[src/rtl/lpc_sync_pkg.sv]
package lpc_sync_pkg;

  localparam logic [3:0] NIB_READY = 4'b0000;
  localparam logic [3:0] NIB_SHORT = 4'b0101;
  localparam logic [3:0] NIB_LONG  = 4'b0110;
  localparam logic [3:0] NIB_MORE  = 4'b1001;
  localparam logic [3:0] NIB_ERROR = 4'b1010;
  localparam logic [3:0] NIB_IDLE  = 4'b1111;

  localparam logic [1:0] KIND_DMA = 2'b10;

  typedef enum logic [2:0] {
    SC_READY, SC_SHORT, SC_LONG, SC_MORE, SC_ERR, SC_IDLE, SC_BAD
  } sync_cls_e;

  typedef enum logic [2:0] {
    RES_NONE    = 3'd0,
    RES_READY   = 3'd1,
    RES_MORE    = 3'd2,
    RES_ERROR   = 3'd3,
    RES_TIMEOUT = 3'd4,
    RES_INVALID = 3'd5
  } res_e;

  typedef enum logic [1:0] {ST_IDLE, ST_SYNC, ST_DLO, ST_DHI} mon_st_e;

endpackage

[src/rtl/lpc_sync_decode.sv]
module lpc_sync_decode
  import lpc_sync_pkg::*;
(
  input  logic [3:0] nib_i,
  input  logic       dma_i,
  output sync_cls_e  cls_o
);

  always_comb begin
    unique case (nib_i)
      NIB_READY: cls_o = SC_READY;
      NIB_SHORT: cls_o = SC_SHORT;
      NIB_LONG:  cls_o = SC_LONG;
      NIB_MORE:  cls_o = dma_i ? SC_MORE : SC_BAD;
      NIB_ERROR: cls_o = SC_ERR;
      NIB_IDLE:  cls_o = SC_IDLE;
      default:   cls_o = SC_BAD;
    endcase
  end

endmodule

[src/rtl/lpc_sync_timer.sv]
module lpc_sync_timer #(
  parameter int NORESP_CLKS = 4,
  parameter int WDOG_CLKS   = 256
) (
  input  logic clk,
  input  logic rst,
  input  logic clear_i,
  input  logic run_i,
  input  logic idle_i,
  input  logic waited_i,
  output logic noresp_hit_o,
  output logic wdog_hit_o
);

  localparam int NR_W = (NORESP_CLKS > 1) ? $clog2(NORESP_CLKS) : 1;
  localparam int WD_W = (WDOG_CLKS > 1) ? $clog2(WDOG_CLKS) : 1;

  logic [NR_W-1:0] nr_q;

  assign noresp_hit_o = run_i && idle_i && !waited_i &&
                        (nr_q == NR_W'(NORESP_CLKS - 1));

  always_ff @(posedge clk) begin
    if (rst || clear_i) begin
      nr_q <= '0;
    end else if (run_i && idle_i && !waited_i && !noresp_hit_o) begin
      nr_q <= nr_q + 1'b1;
    end
  end

  generate
    if (WDOG_CLKS > 0) begin : g_wd
      logic [WD_W-1:0] wd_q;
      assign wdog_hit_o = run_i && (wd_q == WD_W'(WDOG_CLKS - 1));
      always_ff @(posedge clk) begin
        if (rst || clear_i) begin
          wd_q <= '0;
        end else if (run_i && !wdog_hit_o) begin
          wd_q <= wd_q + 1'b1;
        end
      end
    end else begin : g_nowd
      assign wdog_hit_o = 1'b0;
    end
  endgenerate


  nr_bound_chk: assert property (@(posedge clk) disable iff (rst)
    32'(nr_q) < NORESP_CLKS);

endmodule

[src/rtl/lpc_sync_capture.sv]
module lpc_sync_capture (
  input  logic       clk,
  input  logic       rst,
  input  logic       clear_i,
  input  logic       lo_en_i,
  input  logic [3:0] nib_i,
  output logic [7:0] byte_o
);

  logic [3:0] lo_q;

  always_ff @(posedge clk) begin
    if (rst || clear_i) lo_q <= '0;
    else if (lo_en_i)   lo_q <= nib_i;
  end

  assign byte_o = {nib_i, lo_q};

endmodule

[src/rtl/lpc_sync_mon.sv]
module lpc_sync_mon
  import lpc_sync_pkg::*;
#(
  parameter int NORESP_CLKS = 4,
  parameter int WDOG_CLKS   = 256
) (
  input  logic       clk,
  input  logic       rst,
  input  logic       start_i,
  input  logic [1:0] cyc_kind_i,
  input  logic       cyc_read_i,
  input  logic [3:0] lad_i,
  output logic       busy_o,
  output logic       done_o,
  output logic [2:0] status_o,
  output logic [7:0] data_o,
  output logic       data_err_o,
  output logic       dma_more_o,
  output logic       dma_stop_o
);

  mon_st_e   st_q;
  logic [1:0] kind_q;
  logic      rd_q;
  logic      waited_q;
  res_e      pend_q;
  sync_cls_e cls;
  logic      accept;
  logic      noresp_hit, wdog_hit;
  logic [7:0] byte_w;
  logic      fin, go_data;
  res_e      fin_code, pend_n;

  assign accept = (st_q == ST_IDLE) && start_i;
  assign busy_o = (st_q != ST_IDLE);

  lpc_sync_decode u_dec (
    .nib_i (lad_i),
    .dma_i (kind_q == KIND_DMA),
    .cls_o (cls)
  );

  lpc_sync_timer #(
    .NORESP_CLKS (NORESP_CLKS),
    .WDOG_CLKS   (WDOG_CLKS)
  ) u_tmr (
    .clk          (clk),
    .rst          (rst),
    .clear_i      (accept),
    .run_i        (st_q == ST_SYNC),
    .idle_i       (cls == SC_IDLE),
    .waited_i     (waited_q),
    .noresp_hit_o (noresp_hit),
    .wdog_hit_o   (wdog_hit)
  );

  lpc_sync_capture u_cap (
    .clk     (clk),
    .rst     (rst),
    .clear_i (accept),
    .lo_en_i (st_q == ST_DLO),
    .nib_i   (lad_i),
    .byte_o  (byte_w)
  );

  function automatic res_e term_code(input sync_cls_e c);
    unique case (c)
      SC_MORE: return RES_MORE;
      SC_ERR:  return RES_ERROR;
      default: return RES_READY;
    endcase
  endfunction

  always_comb begin
    fin      = 1'b0;
    fin_code = RES_NONE;
    go_data  = 1'b0;
    pend_n   = pend_q;
    unique case (st_q)
      ST_SYNC: begin
        unique case (cls)
          SC_READY, SC_ERR, SC_MORE: begin
            if (rd_q) begin
              go_data = 1'b1;
              pend_n  = term_code(cls);
            end else begin
              fin      = 1'b1;
              fin_code = term_code(cls);
            end
          end
          SC_SHORT, SC_LONG: begin
            if (wdog_hit) begin
              fin      = 1'b1;
              fin_code = RES_TIMEOUT;
            end
          end
          SC_IDLE: begin
            if (noresp_hit || wdog_hit) begin
              fin      = 1'b1;
              fin_code = RES_TIMEOUT;
            end
          end
          default: begin
            fin      = 1'b1;
            fin_code = RES_INVALID;
          end
        endcase
      end
      ST_DHI: begin
        fin      = 1'b1;
        fin_code = pend_q;
      end
      default: ;
    endcase
  end

  always_ff @(posedge clk) begin
    if (rst) begin
      st_q       <= ST_IDLE;
      kind_q     <= '0;
      rd_q       <= 1'b0;
      waited_q   <= 1'b0;
      pend_q     <= RES_NONE;
      done_o     <= 1'b0;
      status_o   <= '0;
      data_o     <= '0;
      data_err_o <= 1'b0;
      dma_more_o <= 1'b0;
      dma_stop_o <= 1'b0;
    end else begin
      done_o <= 1'b0;
      pend_q <= pend_n;
      if (accept) begin
        st_q       <= ST_SYNC;
        kind_q     <= cyc_kind_i;
        rd_q       <= cyc_read_i;
        waited_q   <= 1'b0;
        status_o   <= '0;
        data_o     <= '0;
        data_err_o <= 1'b0;
        dma_more_o <= 1'b0;
        dma_stop_o <= 1'b0;
      end else if (fin) begin
        st_q       <= ST_IDLE;
        done_o     <= 1'b1;
        status_o   <= fin_code;
        data_o     <= (st_q == ST_DHI) ? byte_w : 8'h00;
        data_err_o <= (st_q == ST_DHI) && (fin_code == RES_ERROR);
        dma_more_o <= (fin_code == RES_MORE);
        dma_stop_o <= (kind_q == KIND_DMA) &&
                      ((fin_code == RES_READY) || (fin_code == RES_ERROR));
      end else begin
        if (go_data) st_q <= ST_DLO;
        else if (st_q == ST_DLO) st_q <= ST_DHI;
        if (st_q == ST_SYNC && (cls == SC_SHORT || cls == SC_LONG))
          waited_q <= 1'b1;
      end
    end
  end


  done_single_chk: assert property (@(posedge clk) disable iff (rst)
    done_o |=> !done_o);


  done_status_chk: assert property (@(posedge clk) disable iff (rst)
    done_o |-> (status_o != 3'd0));


  more_dma_chk: assert property (@(posedge clk) disable iff (rst)
    (done_o && status_o == 3'd2) |-> (kind_q == KIND_DMA));


  derr_chk: assert property (@(posedge clk) disable iff (rst)
    data_err_o |-> (status_o == 3'd3 && rd_q));


  busy_hold_chk: assert property (@(posedge clk) disable iff (rst)
    (busy_o && start_i) |=> $stable(kind_q));

endmodule

[config.mk]
export PLATFORM = sky130hd
export DESIGN_NAME = lpc_sync_mon
export DESIGN_NICKNAME = d
export VERILOG_FILES = /design/src/rtl/lpc_sync_pkg.sv /design/src/rtl/lpc_sync_decode.sv /design/src/rtl/lpc_sync_timer.sv /design/src/rtl/lpc_sync_capture.sv /design/src/rtl/lpc_sync_mon.sv
export SDC_FILE = /design/constraint.sdc
export NUM_CORES = 1
export LEC_CHECK = 0
export BUFFER_PORTS_ARGS = -buffer_cell sky130_fd_sc_hd__buf_2
export CAP_MARGIN = 20
export CORE_AREA = 2 2 66 68
export DETAILED_ROUTE_END_ITERATION = 16
export DIE_AREA = 0 0 68 70
export HOLD_SLACK_MARGIN = 0.1
export PLACE_DENSITY = 0.61
export SYNTH_ARGS = -nofsm -noshare
export SYNTH_HDL_FRONTEND = slang
export SYNTH_SLANG_ARGS = --single-unit
[constraint.sdc]
create_clock -name clk -period 2.2 [get_ports clk]
set_clock_uncertainty 0.15 [all_clocks]
set_input_delay 0.11 -clock clk [delete_from_list [all_inputs] [get_ports clk]]
set_output_delay 0.11 -clock clk [all_outputs]
set_load 0.02 [all_outputs]
==> metrics.cfg <==
[clock_network]
path_clk_slew_ns = 0.08
cts-buffers-inserted = 5
cts_hold_buffers = 10
postCtsSetupBuffers = 0
cts_num_sinks = 37
cts_max_path_buffers = 2
insertion_delay_ns = 0.29
cts.htree.levels = 2
tritoncts_clock_tree = done
cts_repair_resize_count = 0
cts.root.buffer_cell = clkbuf_8

[final_layout]
nNetsFinal = 222
antennaDiodeCount = 0
area.growth.synth_to_final_pct = 19.8
layout.filler_cells = 407
post_route_cells_drive_above_1_share_pct = 24.2

[min_path]
hold_path_end = u_cap.lo_q[3]
hold_start = lad_i[3]
timing.hold.worst_path_depth = 3
hold_path.class = in -> reg

[route]
post_drt_via_cell_ratio = 5.23
ant_nets = 0
route.detailed.drc = 0
route.vias.total = 1376
finalWirelength_um = 3730
drt_first_iter_violations = 69
wl_per_cell_um = 14.2
drt-pass1-iter-count = 4

[global_routing]
grt_pass1_wl_um = 6320
gr-total-overflow = 0
grt_max_degree = 16
gr-usage-all-layers_pct = 17.2
antenna_violations_before_repair = 0
number_of_global_route_vias_before_repair = 1401

[power_and_ir_drop]
pwr-share-comb_pct = 10.7
max-vdd-ir-drop_uv = 322
powerDensity_nw_per_um2 = 701
sequentialPowerShare_pct = 47.3
report.power.total_uw = 1470
power.switching_uw = 348
switching_share_pct = 23.7
pwr-share-clk_pct = 42.0
power.internal_uw = 1120
cellLeakagePower_uw = 0.000847

[die]
initial_utilization_pct = 42.1
std_cell_core_area_um2 = 4140
die_w_um = 68
die_h_um = 70
boundaryPins = 26
floorplan.rows = 24
fp.dieArea_um2 = 4760

[setup_path]
reg2regPathDepth = 6
criticalPathCategory = in -> reg
required_ns = 2.29
regToRegStartpoint = u_tmr.g_wd.wd_q[0]
r2r_end = data_o[2]
cp_max_fo = 14
worst-endpoint-arrival_ns = 2.17
endpoint_kind = flop
r2r_setup_slack_ns = 0.19
timing.critical_path.from_type = input port

[synthesis]
synth.cell_area_um2 = 1750
ys_dominant_reg_cell = dfxtp_1
post-synth-top-area-fraction_pct = 42.4
netlist_top_cells_area = dfxtp_1, mux2i_1, nor2_1
synth_cells = 177
postSynthNetCount = 189
synthesis.area_per_instance_um2 = 9.86
synth_cell_types = 53
netlist.top_cell.by_area = dfxtp_1
synthesis_warnings = 0
synth_edf_count = 0
synth_seq_area_share_pct = 42.4
async_reset_ff_share_pct = 0
synth-seq-cells = 37

[timing]
setup-tns-final_ns = 0
fin_crit_sh_pct = 94.5
rsz0062_at_grt = no
worst-slew-pin-transition_ns = 0.508
number_of_hold_violations_in_the_final_report = 0
max_slew_margin_pct = 66.0
min_period_ns = 2.08
slew_violations = 0
report.final.setup_viol = 0
fmaxAchievable_ghz = 0.481

[placed_design]
buffer_ports.inserted = 25
gp_routability_congestion = 0.892
detailedPlacementHpwl_um = 2700

[flow_run]
maxCapViolCount = 0

[outcome]
outcome = complete, no violations

cells by family (layout without fill, tap and decap cells):
logic type / after synthesis / after routing / synth area share [%]
adder cells (fa/ha/maj): 2 / 2 / 1.43
multiplexers: 11 / 11 / 6.31
flip-flops: 37 / 37 / 42.4
XOR/XNOR: 8 / 8 / 4.01
AO/OA/AOI/OAI: 38 / 38 / 19.4
AND/OR/NAND/NOR: 64 / 64 / 20.4
buffers and inverters: 17 / 51 / 6.09
cells in the mapped netlist (all sizes together) (2+ instances only):
library cell,number
dfxtp,37
nor2,25
a22o,11
mux2i,11
buf,10
nand2,9
a21oi,5
inv,5
nand3,4
nor2b,4
xnor2,4
xor2,4
a31oi,3
and3,3
nor3,3
o211ai,3
a211o,2
a211oi,2
clkbuf,2
ha,2
nand4,2
o21a,2
o21ai,2
or2,2
or3,2
metal layers:
layer	vias up	global-route usage [%]	wire length, µm
met5	-	0	0
met4	0	6.67	59
met1	638	22.2	1790
li1	693	-	-
met3	9	4.99	177
met2	36	26.5	1710
power groups by stage:
| stage | sequential, µW | combinational [µW] | clock, µW |
|---|---|---|---|
| 2_1_floorplan | 708 | 112 | 0 |
| 3_3_place_gp | 708 | 139 | 0 |
| 3_5_place_dp | 709 | 141 | 0 |
| 4_1_cts | 693 | 156 | 624 |
| 5_1_grt | 695 | 171 | 651 |
| 6_report | 693 | 157 | 616 |
worst max path at each step:
stage	start	endpoint	cells past startpoint	slack, ns
2_1_floorplan	u_tmr.g_wd.wd_q[0]	data_o[4]	7	0.38
3_3_place_gp	u_tmr.g_wd.wd_q[0]	data_o[1]	6	0.23
3_5_place_dp	u_tmr.g_wd.wd_q[0]	data_o[2]	6	0.20
4_1_cts	lad_i[0]	data_o[2]	7	0.13
5_1_grt	lad_i[0]	data_o[2]	7	0.04
6_report	lad_i[0]	data_o[2]	7	0.12
critical path, stage by stage:
cell and delay (ns):
dlygate4sd3_1 0.53, buf_2 0.20, and4bb_1 0.30, a31oi_1 0.06, a211o_4 0.36, a31oi_4 0.39, a22o_2 0.22
flip-flops by register name, indices dropped and copies added, names as in the netlist, 2 cells and up:
name	flops
data_o	8
u_tmr.g_wd.wd_q	8
u_cap.lo_q	4
status_o	3
kind_q	2
pend_q	2
st_q	2
u_tmr.nr_q	2
cell usage in the layout (no fill, tap or decap), types with 3 or more instances in the layout:
| cell | Yosys | final |
|---|---|---|
| buf_2 | 1 | 25 |
| nor2_1 | 24 | 24 |
| inv_1 | 5 | 5 |
| dfxtp_1 | 37 | 37 |
| a22o_1 | 8 | 8 |
| xnor2_1 | 4 | 4 |
| nor3_1 | 3 | 3 |
| clkbuf_8 | 0 | 6 |
| xor2_1 | 4 | 4 |
| nand2_1 | 8 | 8 |
| dlygate4sd3_1 | 0 | 10 |
| nand3_1 | 4 | 4 |
| buf_4 | 5 | 3 |
| and3_1 | 3 | 3 |
| mux2i_1 | 11 | 11 |
| a22o_2 | 3 | 3 |
| nor2b_1 | 4 | 4 |
| o211ai_1 | 3 | 3 |
| a21oi_1 | 5 | 5 |
metrics by stage:
stage | worst slack [ns] | util [%] | hold slack, ns | cell area [µm²] | std cells
6_report | 0.121 | 50.5 | 0.107 | 2090 | 263
5_1_grt | 0.0368 | 50.5 | 0.122 | 2090 | 263
2_1_floorplan | 0.383 | - | 0.107 | 1750 | 177
3_5_place_dp | 0.197 | 45.1 | 0.214 | 1870 | 245
4_1_cts | 0.133 | 50.5 | 0.105 | 2090 | 263
3_3_place_gp | 0.233 | 45.1 | 0.196 | 1870 | 245
final cells by class:
class / count / area [µm²] / area share (%)
multi-input combinational: 123 / 898 / 43.0
clock inverter: 2 / 37.5 / 1.80
clock buffer: 6 / 82.6 / 3.95
timing repair buffer: 38 / 248 / 11.8
sequential: 37 / 741 / 35.4
inverter: 5 / 18.8 / 0.898
tap: 52 / 65.1 / 3.11
No activity file was read; power rests on OpenSTA's default activity.
